[src/rtl/dbgboot_pkg.sv]
package dbgboot_pkg;
  parameter int VEC_W = 32;

  localparam int CTL_BRK  = 0;
  localparam int CTL_TRAP = 1;
  localparam int CTL_PEN  = 2;
  localparam int CTL_N    = 3;

  // vector selection: probe-memory debug vector when the trap bit is set
  function automatic logic [VEC_W-1:0] pick_vec(input logic trap,
                                                 input logic [VEC_W-1:0] dbg_vec,
                                                 input logic [VEC_W-1:0] rst_vec);
    return trap ? dbg_vec : rst_vec;
  endfunction

  // a fetch is served by the probe when the vector is in probe memory
  // and probe service is enabled
  function automatic logic probe_served(input logic trap, input logic pen);
    return trap & pen;
  endfunction
endpackage

[src/rtl/dbgboot_flag.sv]
module dbgboot_flag (
  input  logic clk,
  input  logic por_n,
  input  logic set_i,
  input  logic clr_i,
  output logic flag_o
);
  logic flag_q;

  // clear has priority; processor reset does not touch the flag
  always_ff @(posedge clk or negedge por_n) begin
    if (!por_n)     flag_q <= 1'b0;
    else if (clr_i) flag_q <= 1'b0;
    else if (set_i) flag_q <= 1'b1;
  end

  assign flag_o = flag_q;
endmodule

[src/rtl/dbgboot_ctl.sv]
module dbgboot_ctl
  import dbgboot_pkg::*;
(
  input  logic             clk,
  input  logic             por_n,
  input  logic             cpu_rst_n,
  input  logic             boot_i,
  input  logic             brk_set_i,
  input  logic             brk_ack_i,
  output logic [CTL_N-1:0] ctl_o,
  output logic             irq_o
);
  logic [CTL_N-1:0] ctl_q;
  logic             issued_q;

  for (genvar i = 0; i < CTL_N; i++) begin : g_bit
    logic bit_q;
    if (i == CTL_BRK) begin : g_brk
      always_ff @(posedge clk or negedge por_n) begin
        if (!por_n)          bit_q <= 1'b0;
        else if (!cpu_rst_n) bit_q <= boot_i;
        else if (brk_set_i)  bit_q <= 1'b1;
        else if (brk_ack_i)  bit_q <= 1'b0;
      end
    end else begin : g_hold
      always_ff @(posedge clk or negedge por_n) begin
        if (!por_n)          bit_q <= 1'b0;
        else if (!cpu_rst_n) bit_q <= boot_i;
      end
    end
    assign ctl_q[i] = bit_q;
  end

  // one pulse per setting of the break-request bit
  assign irq_o = cpu_rst_n & ctl_q[CTL_BRK] & ~issued_q;

  always_ff @(posedge clk or negedge por_n) begin
    if (!por_n)                 issued_q <= 1'b0;
    else if (!cpu_rst_n)        issued_q <= 1'b0;
    else if (irq_o)             issued_q <= 1'b1;
    else if (!ctl_q[CTL_BRK])   issued_q <= 1'b0;
  end

  assign ctl_o = ctl_q;
endmodule

[src/rtl/dbgboot_fetch.sv]
module dbgboot_fetch
  import dbgboot_pkg::*;
#(
  parameter logic [VEC_W-1:0] DBG_VEC = 32'hFF200200,
  parameter logic [VEC_W-1:0] RST_VEC = 32'hBFC00000
) (
  input  logic             clk,
  input  logic             por_n,
  input  logic             cpu_rst_n,
  input  logic             trap_i,
  input  logic             pen_i,
  input  logic             pfetch_i,
  input  logic             pvalid_i,
  output logic [VEC_W-1:0] vec_o,
  output logic             stall_o,
  output logic             pend_o,
  output logic             pend_set_o,
  output logic             pend_clr_o
);
  logic started_q;
  logic pend_q;
  logic first_fetch;

  assign first_fetch = cpu_rst_n & ~started_q;
  assign pend_set_o  = cpu_rst_n & ~pend_q &
                       ((first_fetch & probe_served(trap_i, pen_i)) | (pfetch_i & pen_i));
  assign pend_clr_o  = pend_q & pvalid_i;

  always_ff @(posedge clk or negedge por_n) begin
    if (!por_n)          started_q <= 1'b0;
    else if (!cpu_rst_n) started_q <= 1'b0;
    else                 started_q <= 1'b1;
  end

  always_ff @(posedge clk or negedge por_n) begin
    if (!por_n)          pend_q <= 1'b0;
    else if (!cpu_rst_n) pend_q <= 1'b0;
    else if (pend_set_o) pend_q <= 1'b1;
    else if (pend_clr_o) pend_q <= 1'b0;
  end

  assign vec_o   = pick_vec(trap_i, DBG_VEC, RST_VEC);
  assign stall_o = pend_set_o | (pend_q & ~pvalid_i);
  assign pend_o  = pend_q;
endmodule

[src/rtl/dbgboot_ctrl.sv]
module dbgboot_ctrl
  import dbgboot_pkg::*;
#(
  parameter logic [VEC_W-1:0] DBG_VEC = 32'hFF200200,
  parameter logic [VEC_W-1:0] RST_VEC = 32'hBFC00000
) (
  input  logic             clk,
  input  logic             por_n,
  input  logic             cpu_rst_n,
  input  logic             tap_dbgboot_i,
  input  logic             tap_normboot_i,
  input  logic             brk_set_i,
  input  logic             brk_ack_i,
  input  logic             pfetch_i,
  input  logic             probe_ivalid_i,
  output logic             boot_ind_o,
  output logic             brk_o,
  output logic             trap_o,
  output logic             pen_o,
  output logic             dbg_irq_o,
  output logic [VEC_W-1:0] fetch_vec_o,
  output logic             stall_o,
  output logic             acc_pend_o
);
  logic             boot_flag;
  logic [CTL_N-1:0] ctl;
  logic             pend_set;
  logic             pend_clr;

  dbgboot_flag u_flag (
    .clk    (clk),
    .por_n  (por_n),
    .set_i  (tap_dbgboot_i),
    .clr_i  (tap_normboot_i),
    .flag_o (boot_flag)
  );

  dbgboot_ctl u_ctl (
    .clk       (clk),
    .por_n     (por_n),
    .cpu_rst_n (cpu_rst_n),
    .boot_i    (boot_flag),
    .brk_set_i (brk_set_i),
    .brk_ack_i (brk_ack_i),
    .ctl_o     (ctl),
    .irq_o     (dbg_irq_o)
  );

  dbgboot_fetch #(
    .DBG_VEC (DBG_VEC),
    .RST_VEC (RST_VEC)
  ) u_fetch (
    .clk        (clk),
    .por_n      (por_n),
    .cpu_rst_n  (cpu_rst_n),
    .trap_i     (ctl[CTL_TRAP]),
    .pen_i      (ctl[CTL_PEN]),
    .pfetch_i   (pfetch_i),
    .pvalid_i   (probe_ivalid_i),
    .vec_o      (fetch_vec_o),
    .stall_o    (stall_o),
    .pend_o     (acc_pend_o),
    .pend_set_o (pend_set),
    .pend_clr_o (pend_clr)
  );

  assign boot_ind_o = boot_flag;
  assign brk_o      = ctl[CTL_BRK];
  assign trap_o     = ctl[CTL_TRAP];
  assign pen_o      = ctl[CTL_PEN];
endmodule

[config.mk]
export PLATFORM = sky130hd
export DESIGN_NAME = dbgboot_ctrl
export DESIGN_NICKNAME = d
export VERILOG_FILES = /design/src/rtl/dbgboot_pkg.sv /design/src/rtl/dbgboot_flag.sv /design/src/rtl/dbgboot_ctl.sv /design/src/rtl/dbgboot_fetch.sv /design/src/rtl/dbgboot_ctrl.sv
export SDC_FILE = /design/constraint.sdc
export NUM_CORES = 1
export LEC_CHECK = 0
export BUFFER_PORTS_ARGS = -buffer_cell sky130_fd_sc_hd__buf_2
export CORE_MARGIN = 2
export CORE_UTILIZATION = 37
export DETAILED_ROUTE_END_ITERATION = 10
export PLACE_DENSITY = 0.81
export SETUP_SLACK_MARGIN = 0.02
export SKIP_LAST_GASP = 1
export SYNTH_ARGS = -nofsm -noshare
export SYNTH_HDL_FRONTEND = slang
export SYNTH_SLANG_ARGS = --single-unit
[constraint.sdc]
create_clock -name clk -period 2.1 [get_ports clk]
set_clock_uncertainty 0.2 [all_clocks]
set_input_delay 0.105 -clock clk [delete_from_list [all_inputs] [get_ports clk]]
set_output_delay 0.105 -clock clk [all_outputs]
set_load 0.01 [all_outputs]
==> qor.txt <==
Mapped Avg Cell Area = 8.69 um2
Flops & latches, synth = 6
Critical path class = input port to flip-flop
Wirelength, routed = 674 um
Final Hold Fails = 0
Vias in the first global route = 251
Drt first pass iters = 3
Crit path required time = 2.03 ns
Setup Buffers After CTS = 0
Max Fclk = 651 MHz
Synth Warn # = 0
Synth cell count leaders = buf_4 (32), dfrtp_1 (6), inv_1 (3), nor2_1 (3)
Number of CTS-inserted buffers = 3
Core area = 1270 um2
Footprint of the multi-input gates = 175 um2
Final #Nets = 90
CTS Hold Buffers Added = 7
Avg WL per Cell = 7.17 um
Tot Pwr = 0.000334 W
Top-count cell post-synth = buf_4
Initial antenna violation count = 0
Initial DRC count = 1
Vias per inst = 3.56
Mapped Area = 487 um2
Post-synth EDFFs = 0
Power Dens Cells = 606 nW/um2
Hold Crit Class = input port to async pin
IO buf count = 20
Vias = 335
Final TNS setup = 0 ns
Grt ovf = 0
Antenna viol nets, final = 0
Clock latency on the worst-skew pair = 0.25 ns
Residual DRC = 0
Boundary Pins = 48
N_diodes = 0
Distinct cells, synth = 14
Die Footprint = 1620 um2
Yosys top cell area share = 49.4%
GR Util All Layers = 10.1%
RSZ-0062 raised after global routing = no
Run status = completed
P_leak = 0.337 nW
Fraction of layout cells with a size suffix above 1 = 31.6%
Number of setup violations in the final report = 0
Fraction of registers with async set/reset = 100%
Post-synthesis sequential area ratio = 30.8%
FF+latch area = 150 um2
Arr. time, crit path = 1.47 ns
Root Buffer = clkbuf_4
CTS sink cnt = 6
Die height = 40.3 um
Slew Limit Fails = 0
Largest net degree at the start of global routing = 8
Fillers = 127
TritonCTS clock tree = built
Dpl hpwl = 487 um
Maxcap violations = 0
Clk slew on worst S/H paths = 0.04 ns
Layout area overhead = 13.4%
Worst R2R Setup Slack = 0.68 ns
Rows = 13
Final Critical Period = 1.54 ns
Peak VDD IR = 0.257 mV
Die width = 40.3 um
PostCTS Resize Cnt = 0
First-pass GRT wire length = 938 um
Gp weighted congestion = 0.627
Clock buffer depth = 2
H-tree depth = 1
Main synth FF type = dfrtp_1
Startpoint types = input port
Synth area leaders = buf_4 (49%), dfrtp_1 (31%), inv_1 (2.3%)
Final critical-path share of the clock period = 73.2%
Largest area contributor in the netlist = buf_4
Initial Utilization = 38.4%
Critical Path Fanout Max = 1
Mapped Cells = 56
CP endpoint kind = flip-flop
-- layer usage --
metal / wire length [um] / GRT usage, % / up-vias
met3: 117 / 6.67 / 4
met1: 213 / 7.53 / 141
met5: 0 / 0 / -
li1: - / - / 157
met2: 330 / 17.7 / 33
met4: 12 / 7.50 / 0
-- report_power, final --
group          total (W)  internal, W  switching, W  leakage (nW)
Sequential      0.000132     0.000125    0.00000719        0.0743
Clock           0.000108    0.0000648     0.0000434        0.0138
Combinational  0.0000938    0.0000383     0.0000556         0.249
Total           0.000334     0.000228      0.000106         0.337
-- cells by family after synthesis --
| group | Yosys count | share of synthesized area, % |
|---|---|---|
| compound gates | 5 | 6.68 |
| simple gates | 6 | 6.17 |
| mux | 1 | 2.31 |
| buf+inv | 36 | 52.4 |
| flops | 6 | 30.8 |
| other cells | 2 | 1.54 |
-- cell type report --
type,instances,share of cell area [%]
Multi-Input combinational cell,39,31.7
Timing Repair Buffer,27,30.8
Sequential cell,6,27.2
Clock buffer,3,4.08
Tap cell,15,3.40
Inverter,4,2.72
-- worst paths after layout --
check | from | endpoint | depth (start not counted)
min in group clk | pfetch_i | u_fetch.pend_o$_DFFE_PN0P_ | 4
worst max register to register | u_ctl.g_bit[0].bit_q$_DFFE_PN0P_ | u_ctl.g_bit[0].bit_q$_DFFE_PN0P_ | 3
max in group asynchronous | por_n | u_fetch.pend_o$_DFFE_PN0P_ | 2
worst min register to register | u_ctl.g_bit[0].bit_q$_DFFE_PN0P_ | u_ctl.issued_q$_DFFE_PN0P_ | 1
worst min-delay path | por_n | u_flag.flag_o$_DFFE_PN0P_ | 2
worst max-delay path | brk_set_i | u_ctl.g_bit[0].bit_q$_DFFE_PN0P_ | 5
-- flip-flops by register name, indices dropped and copies added (netlist names) --
register / count
u_ctl.issued_q: 1
u_flag.flag_o: 1
u_fetch.pend_o: 1
u_fetch.started_q: 1
u_ctl.g_bit.bit_q: 2
-- placed cells by master, fill, tap and decap left out, drive strengths merged --
cell         netlist  layout
conb               2      27
buf               32      20
dlygate4sd3        0       7
dfrtp              6       6
inv                4       4
nor2               3       3
clkbuf             0       3
a21oi              3       3
and2               1       1
nor2b              1       1
a211o              1       1
nand2b             1       1
o21ai              1       1
mux2               1       1
-- worst max-delay path: stages --
cell and delay, ns:
dlygate4sd3_1 0.54, buf_2 0.12, a21oi_1 0.09, dlygate4sd3_1 0.55
a21oi_1 0.06
-- metrics by stage --
stage	cells	utilization, %	hold slack [ns]	instance area [um2]	setup WS [ns]
6_report	94	43.5	0.00820	552	0.563
4_1_cts	94	43.5	0.00458	552	0.554
3_5_place_dp	84	36.2	-0.262	459	0.826
2_1_floorplan	81	-	-0.391	581	0.784
5_1_grt	94	43.5	0.00532	552	0.471
3_3_place_gp	84	36.2	-0.269	459	0.836
Power figures use the tool's default switching activity.
